$ cat config.mk
export PLATFORM = sky130hd
export DESIGN_NAME = gfk_mul
export DESIGN_NICKNAME = d
export VERILOG_FILES = /design/src/rtl/gfk_pkg.sv /design/src/rtl/gfk_split.sv /design/src/rtl/gfk_array.sv /design/src/rtl/gfk_post.sv /design/src/rtl/gfk_mul.sv
export SDC_FILE = /design/constraint.sdc
export NUM_CORES = 1
export LEC_CHECK = 0
export BUFFER_PORTS_ARGS = -buffer_cell sky130_fd_sc_hd__buf_2
export CELL_PAD_IN_SITES_DETAIL_PLACEMENT = 1
export CELL_PAD_IN_SITES_GLOBAL_PLACEMENT = 1
export CORE_UTILIZATION = 49
export CTS_BUF_LIST = sky130_fd_sc_hd__clkbuf_4 sky130_fd_sc_hd__clkbuf_8 sky130_fd_sc_hd__clkbuf_16
export CTS_CLUSTER_DIAMETER = 60
export CTS_CLUSTER_SIZE = 14
export DETAILED_ROUTE_END_ITERATION = 16
export PLACE_DENSITY = 0.83
export SLEW_MARGIN = 0
export SYNTH_ARGS = -nofsm -noshare
export SYNTH_HDL_FRONTEND = slang
export SYNTH_SLANG_ARGS = --single-unit
export TNS_END_PERCENT = 50
$ cat constraint.sdc
create_clock -name clk -period 1.6 [get_ports clk]
set_clock_uncertainty 0.2 [all_clocks]
set_input_delay 0 -clock clk [delete_from_list [all_inputs] [get_ports clk]]
set_output_delay 0 -clock clk [all_outputs]
set_load 0.005 [all_outputs]
$ cat src/rtl/gfk_pkg.sv
package gfk_pkg;
  function automatic int cdiv(input int n, input int d);
    return (n + d - 1) / d;
  endfunction

  // smallest k with 2*d*k*k >= m
  function automatic int ksize(input int m, input int d);
    int k;
    k = 1;
    while (2 * d * k * k < m) k++;
    return k;
  endfunction
endpackage

$ cat src/rtl/gfk_split.sv
module gfk_split #(
  parameter int M = 17,
  parameter int H = (M + 1) / 2
) (
  input  logic [M-1:0] x,
  output logic [H-1:0] ev,
  output logic [H-1:0] od,
  output logic [H-1:0] sm
);
  logic [2*H-1:0] xp;
  assign xp = (2*H)'(x);

  for (genvar i = 0; i < H; i++) begin : g_bit
    assign ev[i] = xp[2*i];
    assign od[i] = xp[2*i+1];
  end

  assign sm = ev ^ od;
endmodule

$ cat src/rtl/gfk_array.sv
module gfk_array #(
  parameter int H  = 9,
  parameter int D  = 2,
  parameter int K  = 3,
  parameter int NG = 2
) (
  input  logic           clk,
  input  logic           rst_n,
  input  logic           clr,
  input  logic [H-1:0]   bop,
  input  logic [K*D-1:0] grp_in,
  input  logic           v_in,
  input  logic           last_in,
  output logic [2*H-2:0] prod,
  output logic           done
);
  localparam int G  = K * D;
  localparam int PW = H + G - 1;
  localparam int AW = NG * G + H - 1;
  localparam int PL = 2 * H - 1;

  for (genvar s = 0; s < K; s++) begin : stg
    logic [PW-1:0] sum_i, term, sum_q;
    logic [G-1:0]  grp_i, grp_q;
    logic          v_i, l_i, v_q, l_q;

    if (s == 0) begin : g_head
      assign sum_i = '0;
      assign grp_i = grp_in;
      assign v_i   = v_in;
      assign l_i   = last_in;
    end else begin : g_link
      assign sum_i = stg[s-1].sum_q;
      assign grp_i = stg[s-1].grp_q;
      assign v_i   = stg[s-1].v_q;
      assign l_i   = stg[s-1].l_q;
    end

    always_comb begin
      term = '0;
      for (int i = 0; i < D; i++)
        if (grp_i[s*D+i]) term = term ^ (PW'(bop) << (s*D + i));
    end

    always_ff @(posedge clk or negedge rst_n) begin
      if (!rst_n) begin
        v_q   <= 1'b0;
        l_q   <= 1'b0;
        sum_q <= '0;
        grp_q <= '0;
      end else begin
        v_q   <= v_i;
        l_q   <= v_i & l_i;
        sum_q <= sum_i ^ term;
        grp_q <= grp_i;
      end
    end
  end

  logic [AW-1:0] acc;
  logic          done_q;

  always_ff @(posedge clk or negedge rst_n) begin
    if (!rst_n) begin
      acc    <= '0;
      done_q <= 1'b0;
    end else begin
      done_q <= stg[K-1].l_q;
      if (clr) acc <= '0;
      else if (stg[K-1].v_q) acc <= (acc << G) ^ AW'(stg[K-1].sum_q);
    end
  end

  assign prod = acc[PL-1:0];
  assign done = done_q;

  a_r3_last_valid: assert property (@(posedge clk) disable iff (!rst_n)
    stg[K-1].l_q |-> stg[K-1].v_q);

  if (AW > PL) begin : g_fit
    a_r1_acc_fits: assert property (@(posedge clk) disable iff (!rst_n)
      done_q |-> (acc[AW-1:PL] == '0));
  end
endmodule

$ cat src/rtl/gfk_post.sv
module gfk_post #(
  parameter int M = 17,
  parameter int L = 3,
  parameter int H = 9
) (
  input  logic           clk,
  input  logic           rst_n,
  input  logic           go,
  input  logic [2*H-2:0] p0,
  input  logic [2*H-2:0] p1,
  input  logic [2*H-2:0] p2,
  output logic           load,
  output logic [M-1:0]   res
);
  localparam int W = 4 * H - 1;

  logic [W-1:0] s0, s1, s2, comb_c, c1_q, fold_t;
  logic         v1_q;
  logic [M-1:0] res_q;

  always_comb begin
    s0 = '0;
    s1 = '0;
    s2 = '0;
    for (int i = 0; i < 2*H-1; i++) begin
      s0[2*i] = p0[i];
      s1[2*i] = p1[i];
      s2[2*i] = p2[i];
    end
    comb_c = s0 ^ (s0 << 1) ^ (s1 << 1) ^ (s1 << 2) ^ (s2 << 1);
  end

  always_comb begin
    fold_t = c1_q;
    for (int i = W - 1; i >= M; i--) begin
      if (fold_t[i]) begin
        fold_t[i]       = 1'b0;
        fold_t[i-M]     = ~fold_t[i-M];
        fold_t[i-M+L]   = ~fold_t[i-M+L];
      end
    end
  end

  always_ff @(posedge clk or negedge rst_n) begin
    if (!rst_n) begin
      v1_q  <= 1'b0;
      c1_q  <= '0;
      res_q <= '0;
    end else begin
      v1_q <= go;
      if (go) c1_q <= comb_c;
      if (v1_q) res_q <= fold_t[M-1:0];
    end
  end

  assign load = v1_q;
  assign res  = res_q;

  a_r8_fold_clean: assert property (@(posedge clk) disable iff (!rst_n)
    v1_q |=> (res == $past(fold_t[M-1:0])) && (v1_q == $past(go)));
endmodule

$ cat src/rtl/gfk_mul.sv
module gfk_mul #(
  parameter int M = 17,
  parameter int L = 3,
  parameter int D = 2,
  parameter int K = gfk_pkg::ksize(M, D)
) (
  input  logic         clk,
  input  logic         rst_n,
  input  logic         in_valid,
  output logic         in_ready,
  input  logic [M-1:0] a,
  input  logic [M-1:0] b,
  output logic         out_valid,
  input  logic         out_ready,
  output logic [M-1:0] result
);
  localparam int H   = (M + 1) / 2;
  localparam int G   = K * D;
  localparam int NG  = gfk_pkg::cdiv(H, G);
  localparam int FW  = (NG > 1) ? $clog2(NG) : 1;
  localparam int LAT = NG + K + 2;

  logic [H-1:0] al, ah, as, bl, bh, bs;
  logic [H-1:0] al_q, ah_q, as_q, bl_q, bh_q, bs_q;
  logic         busy, feeding, ov;
  logic [FW-1:0] fc;
  logic         accept;

  gfk_split #(.M(M), .H(H)) u_sa (.x(a), .ev(al), .od(ah), .sm(as));
  gfk_split #(.M(M), .H(H)) u_sb (.x(b), .ev(bl), .od(bh), .sm(bs));

  assign in_ready = ~busy;
  assign accept   = in_valid & ~busy;

  // group selection: most significant group first
  logic [FW-1:0] gi;
  logic          last_g;
  logic [NG*G-1:0] pa0, pa1, pa2;
  logic [G-1:0]  g0, g1, g2;

  assign gi     = FW'(NG - 1) - fc;
  assign last_g = (fc == FW'(NG - 1));
  assign pa0 = (NG*G)'(al_q);
  assign pa1 = (NG*G)'(ah_q);
  assign pa2 = (NG*G)'(as_q);
  assign g0  = pa0[gi*G +: G];
  assign g1  = pa1[gi*G +: G];
  assign g2  = pa2[gi*G +: G];

  logic [2*H-2:0] p0, p1, p2;
  logic           d0, d1, d2;
  logic           load;

  gfk_array #(.H(H), .D(D), .K(K), .NG(NG)) u_arr0 (
    .clk(clk), .rst_n(rst_n), .clr(accept), .bop(bl_q), .grp_in(g0),
    .v_in(feeding), .last_in(last_g), .prod(p0), .done(d0));
  gfk_array #(.H(H), .D(D), .K(K), .NG(NG)) u_arr1 (
    .clk(clk), .rst_n(rst_n), .clr(accept), .bop(bh_q), .grp_in(g1),
    .v_in(feeding), .last_in(last_g), .prod(p1), .done(d1));
  gfk_array #(.H(H), .D(D), .K(K), .NG(NG)) u_arr2 (
    .clk(clk), .rst_n(rst_n), .clr(accept), .bop(bs_q), .grp_in(g2),
    .v_in(feeding), .last_in(last_g), .prod(p2), .done(d2));

  gfk_post #(.M(M), .L(L), .H(H)) u_post (
    .clk(clk), .rst_n(rst_n), .go(d0), .p0(p0), .p1(p1), .p2(p2),
    .load(load), .res(result));

  always_ff @(posedge clk or negedge rst_n) begin
    if (!rst_n) begin
      busy    <= 1'b0;
      feeding <= 1'b0;
      ov      <= 1'b0;
      fc      <= '0;
      {al_q, ah_q, as_q, bl_q, bh_q, bs_q} <= '0;
    end else begin
      if (accept) begin
        busy    <= 1'b1;
        feeding <= 1'b1;
        fc      <= '0;
        al_q <= al; ah_q <= ah; as_q <= as;
        bl_q <= bl; bh_q <= bh; bs_q <= bs;
      end else if (feeding) begin
        fc <= fc + 1'b1;
        if (last_g) feeding <= 1'b0;
      end
      if (load) ov <= 1'b1;
      else if (ov && out_ready) begin
        ov   <= 1'b0;
        busy <= 1'b0;
      end
    end
  end

  assign out_valid = ov;

  // latency tracker used by the assertions only
  logic [15:0] lat_cnt;
  always_ff @(posedge clk or negedge rst_n) begin
    if (!rst_n) lat_cnt <= '0;
    else if (accept) lat_cnt <= '0;
    else if (busy && !ov) lat_cnt <= lat_cnt + 1'b1;
  end

  a_r3_latency: assert property (@(posedge clk) disable iff (!rst_n)
    $rose(out_valid) |-> (lat_cnt == 16'(LAT)));

  a_r5_hold: assert property (@(posedge clk) disable iff (!rst_n)
    (out_valid && !out_ready) |=> (out_valid && $stable(result)));

  a_r4_no_capture: assert property (@(posedge clk) disable iff (!rst_n)
    (busy && in_valid) |=> ($stable(al_q) && $stable(bh_q)));

  a_r3_arrays_aligned: assert property (@(posedge clk) disable iff (!rst_n)
    d0 |-> (d1 && d2));
endmodule

# After elaboration in Yosys (flattened, before gate mapping)
# Cells that the tools add are included.
[totals]
regBits = 329
[op_classes]
reduce_logical = 4
shifts = 3
n_mul = 1
bitwise = 65
addsub = 2
n_mux = 70
[ops]
columns = ["op", "count"]
rows = [
  ["2-to-1 mux 14 bit", 9],
  ["bitwise XOR 14 bit", 8],
  ["2-to-1 mux 17 bit", 6],
  ["bitwise XOR 17 x 14 -> 17 bit", 3],
  ["2-to-1 mux 1 bit", 46],
  ["NOT 1 bit", 37],
  ["indexed part select 12 x 5 -> 6 bit", 3],
  ["bitwise XOR 34 x 35 -> 35 bit", 1],
  ["bitwise XOR 35 x 34 -> 35 bit", 1],
  ["bitwise XOR 33 x 34 -> 34 bit", 1],
  ["bitwise XOR 34 bit", 1],
  ["bitwise XOR 14 x 10 -> 14 bit", 2],
  ["bitwise XOR 14 x 12 -> 14 bit", 2],
  ["2-to-1 mux 13 bit", 2],
  ["2-to-1 mux 11 bit", 2],
  ["2-to-1 mux 9 bit", 2],
  ["bitwise XOR 9 x 8 -> 9 bit", 2],
  ["bitwise XOR 14 x 11 -> 14 bit", 1],
  ["bitwise XOR 14 x 13 -> 14 bit", 1],
  ["bitwise XOR 14 x 9 -> 14 bit", 1],
  ["2-to-1 mux 12 bit", 1],
  ["2-to-1 mux 10 bit", 1],
  ["2-to-1 mux 8 bit", 1],
  ["nonzero test 2 bit", 3],
  ["5 further kinds", 8],
]

# Logic depth before layout (Yosys ltp)
# Gate-level depths: netlist of run 1.
[logic_depth]
ltp_word = 6
ltp_mapped = 6
depth_no_buf = 3

# By module
# From an unflattened synthesis of run 1, not the netlist that was laid out.
[hier_totals]
hier_cells = 1030
area_unflattened_um2 = 13719.4
[modules_own_cells]
columns = ["module", "instances", "area_per_inst_um2", "cells_per_inst", "seq_area_each_um2"]
rows = [
  ["gfk_array (u_arr1 ...)", 2, 2713.9, 202, 1651.6],
  ["gfk_array (u_arr0)", 1, 2692.6, 202, 1651.6],
  ["gfk_post", 1, 2686.3, 220, 1326.3],
  ["gfk_mul", 1, 2479.9, 148, 1451.4],
  ["gfk_split", 2, 216.5, 28, 0.0],
]

# Worst setup path after synthesis of run 1
# No wires, ideal clock.
[synth_timing]
path_type = "reg-to-reg"
startpoint = "register u_arr0.done_q, in the netlist u_arr0.done"
endpoint = "register u_post.c1_q[0]"
setup_ns = 0.125
stages_incl_launch_ff = 4
arrival_ns = 1.073
path_buffers = 2
synth_period_minus_slack_ns = 1.398
t_required_ns = 1.275
setup_slack_ns = 0.202
cell_sequence = "dfrtp_1 > clkbuf_1 > buf_2 > mux2_2"
[synth_rtl]
columns = ["item", "line_no", "text"]
rows = [
  ["start, declared", "gfk_array.sv:61", "logic done_q;"],
  ["start signal, assigned", "gfk_array.sv:68", "done_q <= stg[K-1].l_q;"],
  ["end signal, assigned", "gfk_post.sv:51", "if (go) c1_q <= comb_c;"],
  ["end, declared", "gfk_post.sv:17", "logic [W-1:0] s0, s1, s2, comb_c, c1_q, fold_t;"],
]
# No word-level cell between the ends.

# Worst setup path in the final report of run 1
[layout_timing]
startpoint = "register u_arr2.stg[2].v_q"
endpoint = "register u_arr2.acc[6]"
[layout_between]
elab_chain_cells = 1
[layout_rtl]
columns = ["item", "line_no", "text"]
rows = [
  ["start, declared", "gfk_array.sv:25", "logic v_i, l_i, v_q, l_q;"],
  ["start signal, assigned", "gfk_array.sv:52", "v_q <= v_i;"],
  ["nonzero test 2 bit (no line)", "n/a", ""],
  ["end signal, assigned", "gfk_array.sv:70", "else if (stg[K-1].v_q) acc <= (acc << G) ^ AW'(stg[K-1].sum_q);"],
  ["end, declared", "gfk_array.sv:60", "logic [AW-1:0] acc;"],
]
# No other way between the ends.
# A chain may end at the register's enable or synchronous reset.

==> results.toml, run 1 <==
[timing]
hold_violations = 0
final.setup.tns_ns = 0
grt_setup_unrepaired = "no"
fin_ws_ns = 0.0702
max_freq_mhz = 654
slew_violations = 0
setup_violations = 0
fin_crit_sh_pct = 95.6
relSlewSlack_pct = 61.0
worst_pin_slew_ns = 0.586
finalCriticalPeriod_ns = 1.53

[yosys]
syn_area_sq_um = 12100
synth.distinct_cells = 21
ys_warn_count = 0
synthTopCellsByArea = "dfrtp_1 (60%), xnor2_1 (15%), nand2_1 (8.3%)"
synthDominantCellAreaShare_pct = 59.6
ys_seq_elements = 288
yosysSeqAreaShare_pct = 59.6
synth_fp_nets = 1115
syn-instance-count = 1077
synth.avg_cell_area_sq_um = 11.2
yosysTopAreaCell = "dfrtp_1"

[layout]
layout_commonest_cell = "dfrtp_1"
drive_gt1_share_pct = 13.5
antenna_cells = 0
layout_common_cells = "dfrtp_1 (287), nand2_1 (267), xnor2_1 (212)"
multiInputGateArea_sq_um = 4660
regArea_sq_um = 7210
nFillCells = 2525
synthToLayoutAreaGrowth_pct = 16.8
final_nets = 1217

[detailed_routing]
routed_wl_mm = 29.9
dr.pass1.iters = 4
vias_per_cell = 5.10
remaining_drc_errors = 0
drtIter0Drc = 353
wire_per_inst_microns = 19.8
vias = 7714
postRouteAntennaNets = 0

[setup_path]
cp.required_ns = 1.81
critPathCaptureType = "flop"
arrival_ns = 1.74
reg2reg_depth = 3
critical_path_class = "reg -> reg"
path_max_fanout = 32
start_kind = "flop"

[die]
num_rows = 57
boundaryPins = 57
dieArea_sq_um = 25300
core-area_sq_um = 24200
die_h_microns = 159
fp.dieW_microns = 159
start_util_pct = 49.9

[clocking]
cts_setup_buffers = 0
clk_pin_slew_ns = 0.07
htree_num_levels = 1
clockBufferDepth = 3
cts_tree = "done"
clkLatencyLatePin_ns = 0.54
cts_root_buffer = "clkbuf_16"
cts_buffers = 26
cts_sinks = 288

[pwr]
p_sw_share_pct = 33.8
power.share.sequential_pct = 47.6
finalPower_w = 0.0259
p_per_area_nw_per_um2 = 1830
intPower_w = 0.0172
p_sw_w = 0.00877
static-leakage-power_nw = 6.21
ir_drop_uv = 828
p_comb_share_pct = 29.2
pwr-share-clk_pct = 23.2

[hold_path]
min_path_cells = 4
hold_class = "in -> reg"

[global_route]
grt_max_degree = 68
antenna_found_initial = 0
grt_pass1_vias = 8922
track_usage_pct = 24.6
grt_pass1_wl_mm = 48.6
grt-ovfl-total = 0

[placement]
io_buffers = 56
hpwl_mm = 19.5
dp_worst_setup_slack_ns = 0.0320
gp_congestion = 0.825

[outcome]
status = "complete, no violations"

[job]
drv_cap = 0
-- path summary, 6_finish.rpt --
check	startpoint	to	slack (ns)
setup / recovery	u_arr2.stg[2].v_q$_DFF_PN0_	u_arr2.acc[6]$_DFFE_PN0P_	0.07
hold / removal	b[14]	bl_q[7]$_DFFE_PN0P_	0.05
setup reg to reg	u_arr2.stg[2].v_q$_DFF_PN0_	u_arr2.acc[6]$_DFFE_PN0P_	0.07
hold reg to reg	u_arr0.stg[1].sum_q[0]$_DFF_PN0_	u_arr0.stg[2].sum_q[0]$_DFF_PN0_	0.15
max in group asynchronous	rst_n	u_arr0.acc[0]$_DFFE_PN0P_	0.22
min in group asynchronous	rst_n	u_post.res[4]$_DFFE_PN0P_	0.34
-- what timing repair did --
item / CTS / global route
endpoints found under the setup margin: 0 / 2
hold buffers: 40 / 0
resized for setup: 0 / 1
hold endpoints to repair: 392 / 0
-- state kept, by name, indices dropped and copies added (netlist names), 3 cells and up --
signal and cells:
ah_q 8, al_q 8, as_q 9, bh_q 8, bl_q 9, bs_q 8, u_arr0.acc 17, u_arr0.stg.grp_q 6
u_arr0.stg.l_q 3, u_arr0.stg.sum_q 36, u_arr1.acc 17, u_arr1.stg.grp_q 6, u_arr1.stg.sum_q 33, u_arr2.acc 17, u_arr2.stg.grp_q 6, u_arr2.stg.sum_q 36
u_arr2.stg.v_q 3, u_post.c1_q 35, u_post.res 17
-- power groups by stage --
stage	logic (W)	registers [W]	clock network, W
2_1_floorplan	0.00557	0.0115	0
3_3_place_gp	0.00698	0.0123	0
3_5_place_dp	0.00741	0.0125	0
4_1_cts	0.00765	0.0124	0.00613
5_1_grt	0.00834	0.0127	0.00641
6_report	0.00757	0.0123	0.00602
-- per-layer routing --
layer	track usage [%]	share of wire (%)	up-vias
met2	45.5	53	136
met3	2.74	2.1	70
met4	10.1	4.2	0
met1	29.0	41	3935
met5	0	0	-
li1	-	-	3573
-- critical path: stages, from the launching register on --
cell and delay, ns:
dfrtp_2 0.57, buf_12 0.24, nor2_1 0.09, a211oi_1 0.29
-- kinds of logic (layout without fill, tap and decap cells) --
| logic type | count (synthesis) | count (layout) | synth area share [%] |
|---|---|---|---|
| buffers and inverters | 52 | 164 | 1.99 |
| multiplexers | 65 | 65 | 5.85 |
| flip-flops | 288 | 288 | 59.6 |
| XOR/XNOR | 241 | 241 | 17.4 |
| AND/OR/NAND/NOR | 368 | 368 | 12.0 |
| AO/OA/AOI/OAI | 63 | 63 | 3.13 |
-- synthesized netlist by cell type (all sizes together) --
master and count:
nor2b 1, and2 25, buf 25, xor2 29, dfrtp 288, nand2 267
clkbuf 24, a21o 1, mux2 37, a21oi 21, nand2b 2, o22a 1
o21ai 17, xnor2 212, nor2 73, mux2i 28, inv 3, a211oi 23
-- through the flow --
step           instances  hold slack (ns)  util [%]  area, sq um
2_1_floorplan       1077           -0.496         -        12100
3_3_place_gp        1435           -0.229      53.4        12900
3_5_place_dp        1435           -0.233      53.4        12900
4_1_cts             1513          0.00871      58.3        14100
5_1_grt             1513           0.0594      58.3        14100
6_report            1513           0.0488      58.3        14100
-- final cells by class --
| cell class | count | share of cell area [%] |
|---|---|---|
| Tap cell | 324 | 2.87 |
| Sequential cell | 288 | 51.0 |
| Clock inverter | 6 | 0.443 |
| Multi-Input combinational cell | 737 | 33.0 |
| Inverter | 3 | 0.0797 |
| Clock buffer | 32 | 5.14 |
| Timing Repair Buffer | 123 | 7.47 |
(Power assumes the default switching activity.)
==> run 2, diff against run 1 <==
BUFFER_PORTS_ARGS = -buffer_cell sky130_fd_sc_hd__buf_4   (was -buffer_cell sky130_fd_sc_hd__buf_2)
PLACE_DENSITY = unset   (was 0.83)
PLACE_DENSITY_LB_ADDON = 0.1   (was unset)
clock period = 1.55 ns   (was 1.6 ns; I/O delays follow)
==> results.toml, run 2 (synthesis results as in run 1) <==
[setup_path]
rr_endpoint = "u_arr2.stg[0].sum_q[5]$_DFF_PN0_"
cp_top_family = "flip-flops"
arrival_ns = 1.73
cp.required_ns = 1.79
reg2reg_from = "fc$_DFFE_PN0P_"
regToRegSetupSlack_ns = 0.06
reg2reg_depth = 4
path_cells = "buf_12, mux2_4, nand2_1, xor2_1"
start_kind = "flop"
critPathCaptureType = "flop"
slowest_delay_ns = 0.40
critical_path_class = "reg -> reg"
crit_buf_inv = 1
crit_path_top_delay_cell = "dfrtp_1"
path_max_fanout = 22

[placement]
io_buffers = 56
hpwl_mm = 18.9
gp_congestion = 0.762
dp.cells = 1443

[hold_path]
min_path_cells = 4
hold_class = "in -> reg"
hold_start = "a[4]"
min_to = "al_q[2]$_DFFE_PN0P_"

[layout]
multiInputGateArea_sq_um = 4680
layout_common_cells = "dfrtp_1 (286), nand2_1 (267), xnor2_1 (212)"
antenna_cells = 0
final_nets = 1224
synthToLayoutAreaGrowth_pct = 18.7
drive_gt1_share_pct = 14.4
stdcell_count = 1523
nFillCells = 2529
reg_top3 = "u_arr0.stg.sum_q: 36 flops, u_arr2.stg.sum_q: 36 flops, u_post.c1_q: 35 flops"
regArea_sq_um = 7210
layout_commonest_cell = "dfrtp_1"

[detailed_routing]
drtIter0Drc = 263
remaining_drc_errors = 0
postRouteAntennaNets = 0
wire_per_inst_microns = 18.1
vias = 7521
dr.pass1.iters = 4
routed_wl_mm = 27.6
vias_per_cell = 4.94

[die]
boundaryPins = 57
num_rows = 57
fp.dieW_microns = 159
core-area_sq_um = 24200
dieArea_sq_um = 25300
die_h_microns = 159
start_util_pct = 49.9

[global_route]
antenna_found_initial = 0
grt-ovfl-total = 0
track_usage_pct = 22.8
grt_max_degree = 67
grt_pass1_wl_mm = 45.5
grt_pass1_vias = 8502

[pwr]
static-leakage-power_nw = 6.31
p_per_area_nw_per_um2 = 1870
ir_drop_uv = 946

[timing]
finalCriticalPeriod_ns = 1.49
setup_violations = 0
grt_setup_unrepaired = "no"
slew_violations = 0
final.setup.tns_ns = 0
worst_pin_slew_ns = 0.570
fin_crit_sh_pct = 95.9
hold_violations = 0
max_freq_mhz = 672
relSlewSlack_pct = 62.0

[clocking]
clkLatencyLatePin_ns = 0.52
cts_root_buffer = "clkbuf_16"
cts_sinks = 288
cts_tree = "done"
clockBufferDepth = 3
cts_buffers = 26
htree_num_levels = 1
clk_pin_slew_ns = 0.07

[job]
drv_cap = 0

[outcome]
status = "complete, no violations"
[run 2: cell count changes in the layout (fill, tap and decap cells not counted), sizes merged]
cell / before / now
inv: 5 / 4
clkinv: 3 / 2
clkinvlp: 0 / 1
dlygate4sd3: 40 / 39
clkbuf: 32 / 36
buf: 83 / 91
[run 2: how the worst max path moves through the flow]
stage,startpoint,endpoint,slack (ns),cells past startpoint
after CTS,fc$_DFFE_PN0P_,u_arr1.stg[0].sum_q[4]$_DFF_PN0_,0.003,4
final,fc$_DFFE_PN0P_,u_arr2.stg[0].sum_q[5]$_DFF_PN0_,0.06,4
after global routing,u_post.load$_DFF_PN0_,u_post.res[5]$_DFFE_PN0P_,0.003,3
after detailed placement,fc$_DFFE_PN0P_,u_arr1.stg[0].sum_q[5]$_DFF_PN0_,0.03,4
after floorplan,u_arr0.done$_DFF_PN0_,u_post.c1_q[0]$_DFFE_PN0P_,0.15,3
after global placement,u_post.c1_q[32]$_DFFE_PN0P_,u_post.res[1]$_DFFE_PN0P_,0.08,3
[run 2: repair_timing]
| action | in CTS | in global routing |
|---|---|---|
| setup endpoints to repair | 0 | 18 |
| hold endpoints to repair | 393 | 0 |
| setup buffers | 0 | 0 |
| hold buffers | 39 | 0 |
| resized for setup | 0 | 6 |
[run 2: stage by stage]
step / worst slack [ns] / hold slack [ns] / utilization, % / total power, W / cell area [sq um]
after floorplan: 0.152 / -0.496 / - / 0.0176 / 12100
after global placement: 0.0810 / -0.264 / 54.1 / 0.0203 / 13100
after detailed placement: 0.0287 / -0.267 / 54.1 / 0.0207 / 13100
after CTS: 0.00277 / 0.00390 / 59.1 / 0.0272 / 14300
after global routing: 0.00348 / 0.0472 / 59.2 / 0.0286 / 14400
final: 0.0630 / 0.0507 / 59.2 / 0.0269 / 14400
[run 2: worst reg2reg max path: cells and delay by family (launching register included)]
family                    cells  cell delay (ns)
xor gates and xnor gates      1             0.17
and+or+nand+nor               1             0.12
DFF                           1             0.40
buffers and inverters         1             0.16
muxes                         1             0.37
[run 2: cell type report]
class | count | share of cell area (%)
clock buffers | 36 | 5.35
clock inverters | 5 | 0.392
inverters | 3 | 0.0784
multi-input cells | 737 | 32.6
flip-flops and latches | 288 | 50.2
well taps | 324 | 2.82
repair buffers | 130 | 8.58
[run 2: per-layer routing]
layer / vias up / GRT usage [%] / share of wire, %
met2: 114 / 41.2 / 51
met3: 52 / 2.68 / 2.8
met5: - / 0 / 0
li1: 3610 / - / -
met4: 0 / 8.92 / 3.8
met1: 3745 / 27.9 / 42
[run 2: power by group]
group	switching [W]	internal, W
clock network	0.00271	0.00360
logic	0.00361	0.00436
registers	0.00245	0.0101
total	0.00877	0.0181
==> run 3, diff against run 2 <==
ABC_AREA = 1   (was unset)
CORE_UTILIZATION = 48   (was 49)
==> results.toml, run 3 <==
[timing]
worst_pin_slew_ns = 0.407
fin_ws_ns = -0.0171
finalCriticalPeriod_ns = 1.57
hold_violations = 0
setup_violations = 4
fin_crit_sh_pct = 101
grt_setup_unrepaired = "yes"
max_freq_mhz = 638
slew_violations = 0
relSlewSlack_pct = 72.9

[global_route]
grt-ovfl-total = 0
grt_pass1_vias = 9159
antenna_found_initial = 0
grt_pass1_wl_mm = 48.2
grt_max_degree = 66
track_usage_pct = 23.7

[yosys]
ys_warn_count = 0
synth_fp_nets = 1242
synth.most_common_cell = "nand2_1"
syn_area_sq_um = 12100
yosysSeqAreaShare_pct = 59.6
synth_edf_count = 0
async_flop_share_pct = 100
syn-instance-count = 1204
synthTopCellsByArea = "dfrtp_1 (60%), nand2_1 (12%), xnor2_1 (11%)"
synth-main-ff-cell = "dfrtp_1"
netlist_top_cells_count = "nand2_1 (377), dfrtp_1 (288), xnor2_1 (158)"
synthDominantCellAreaShare_pct = 59.6
yosysTopAreaCell = "dfrtp_1"
ys_seq_elements = 288
synth.distinct_cells = 25
synth.avg_cell_area_sq_um = 10.0

[die]
core-area_sq_um = 24500
die_h_microns = 161
fp.dieW_microns = 161
boundaryPins = 57
dieArea_sq_um = 25800
start_util_pct = 49.3
num_rows = 57

[placement]
gp_congestion = 0.774
hpwl_mm = 19.6
dp.cells = 1564
io_buffers = 56

[setup_path]
cp.required_ns = 1.76
path_cells = "buf_6, nand2_1, o21a_4, clkbuf_16, nand2_1, xor2_1"
reg2reg_depth = 6
regToRegSetupSlack_ns = -0.02
crit_end = "u_arr2.stg[0].sum_q[8]$_DFF_PN0_"
startpoint = "fc$_DFFE_PN0P_"
crit_buf_inv = 2
path_max_fanout = 9
slowest_delay_ns = 0.45
reg2reg_from = "fc$_DFFE_PN0P_"
crit_path_top_delay_cell = "dfrtp_2"
critPathCaptureType = "flop"
critical_path_class = "reg -> reg"
rr_endpoint = "u_arr2.stg[0].sum_q[8]$_DFF_PN0_"
start_kind = "flop"
path_depth = 6
arrival_ns = 1.78
cp_top_family = "flip-flops"
cpMostUsedCell = "nand2_1"

[clocking]
clkLatencyLatePin_ns = 0.53
clockBufferDepth = 3
htree_num_levels = 1
clk_pin_slew_ns = 0.06
cts_root_buffer = "clkbuf_16"
cts_buffers = 27
cts_tree = "done"
cts_sinks = 288

[detailed_routing]
vias_per_cell = 5.02
routed_wl_mm = 30.3
postRouteAntennaNets = 0
vias = 8333
dr.pass1.iters = 4
drtIter0Drc = 374
wire_per_inst_microns = 18.3
remaining_drc_errors = 0

[pwr]
static-leakage-power_nw = 6.84
p_comb_share_pct = 30.5
ir_drop_uv = 891
power.share.sequential_pct = 46.0
p_sw_w = 0.0101
intPower_w = 0.0189
pwr-share-clk_pct = 23.5
p_per_area_nw_per_um2 = 1990
p_sw_share_pct = 34.7

[layout]
synthToLayoutAreaGrowth_pct = 20.7
drive_gt1_share_pct = 11.5
final_core_util_pct = 59.5
antenna_cells = 0
layout_common_cells = "nand2_1 (369), dfrtp_1 (287), xnor2_1 (158)"
reg_top3 = "u_arr0.stg.sum_q: 36 flops, u_arr2.stg.sum_q: 36 flops, u_post.c1_q: 35 flops"
layout_commonest_cell = "nand2_1"
final_nets = 1364
stdcell_count = 1661
nFillCells = 2655

[job]
drv_cap = 0

[outcome]
status = "complete, but fails checks"
violations = "setup timing"

[hold_path]
hold_class = "in -> reg"
[run 3: area by class of cell]
type	instances	area [sq um]	share of cell area (%)
clock buffers	31	731	5.01
well taps	324	405	2.78
multi-input cells	767	4280	29.3
repair buffers	143	1440	9.85
clock inverters	9	155	1.06
inverters	99	374	2.56
flip-flops and latches	288	7210	49.4
[run 3: worst min-delay path by stage]
stage,cells after the start,slack (ns),startpoint,to
2_1_floorplan,0,-0.50,rst_n,ah_q[0]$_DFFE_PN0P_
3_3_place_gp,1,-0.30,rst_n,out_valid$_DFFE_PN0P_
3_5_place_dp,1,-0.30,rst_n,u_post.res[3]$_DFFE_PN0P_
4_1_cts,3,0.001,b[9],bs_q[4]$_DFFE_PN0P_
5_1_grt,3,0.03,b[13],bs_q[6]$_DFFE_PN0P_
6_report,3,0.02,a[9],as_q[4]$_DFFE_PN0P_
[run 3: per-stage QoR]
stage               worst slack (ns)  TNS (ns)  instance area [sq um]  hold slack (ns)  power [W]
floorplan                      0.211         0                  12100           -0.496     0.0186
global placement              0.0697         0                  13000           -0.301     0.0214
detailed placement           -0.0305    -0.131                  13000           -0.297     0.0219
CTS                          0.00538         0                  14400          0.00122     0.0290
global route                 -0.0713    -0.614                  14600           0.0327     0.0309
finish                       -0.0171   -0.0348                  14600           0.0225     0.0290
[run 3: per-layer routing]
metal | vias up | share of wire, % | global-route usage [%]
li1 | 3952 | - | -
met1 | 4149 | 42 | 29.6
met2 | 174 | 51 | 41.5
met3 | 58 | 3.3 | 3.02
met4 | 0 | 3.5 | 9.48
met5 | - | 0 | 0
[run 3: timing repair]
action,CTS,global route
hold buffers,47,0
gates resized for setup,1,19
hold endpoints to repair,342,0
gates cloned,0,6
setup endpoints to repair,16,41
pin swaps,0,1
setup buffers,0,4
[run 3: cells by family (layout without fill, tap and decap cells)]
logic type | after synthesis | count (layout) | share of synthesized area (%)
simple gates | 415 | 415 | 13.3
flops | 288 | 288 | 59.6
xor+xnor | 217 | 217 | 15.7
buf+inv | 149 | 282 | 5.29
compound gates | 135 | 135 | 6.10
[run 3: worst reg2reg max path: stages, from the launching register on]
cell and delay, ns:
dfrtp_2 0.45, buf_6 0.16, nand2_1 0.11, o21a_4 0.18, clkbuf_16 0.14, nand2_1 0.05
xor2_1 0.15
[run 3: power groups by stage]
stage	Sequential, W	Combinational (W)	Clock [W]
2_1_floorplan	0.0122	0.00637	0
3_3_place_gp	0.0134	0.00808	0
3_5_place_dp	0.0135	0.00844	0
4_1_cts	0.0134	0.00867	0.00695
5_1_grt	0.0137	0.00992	0.00723
6_report	0.0133	0.00884	0.00682
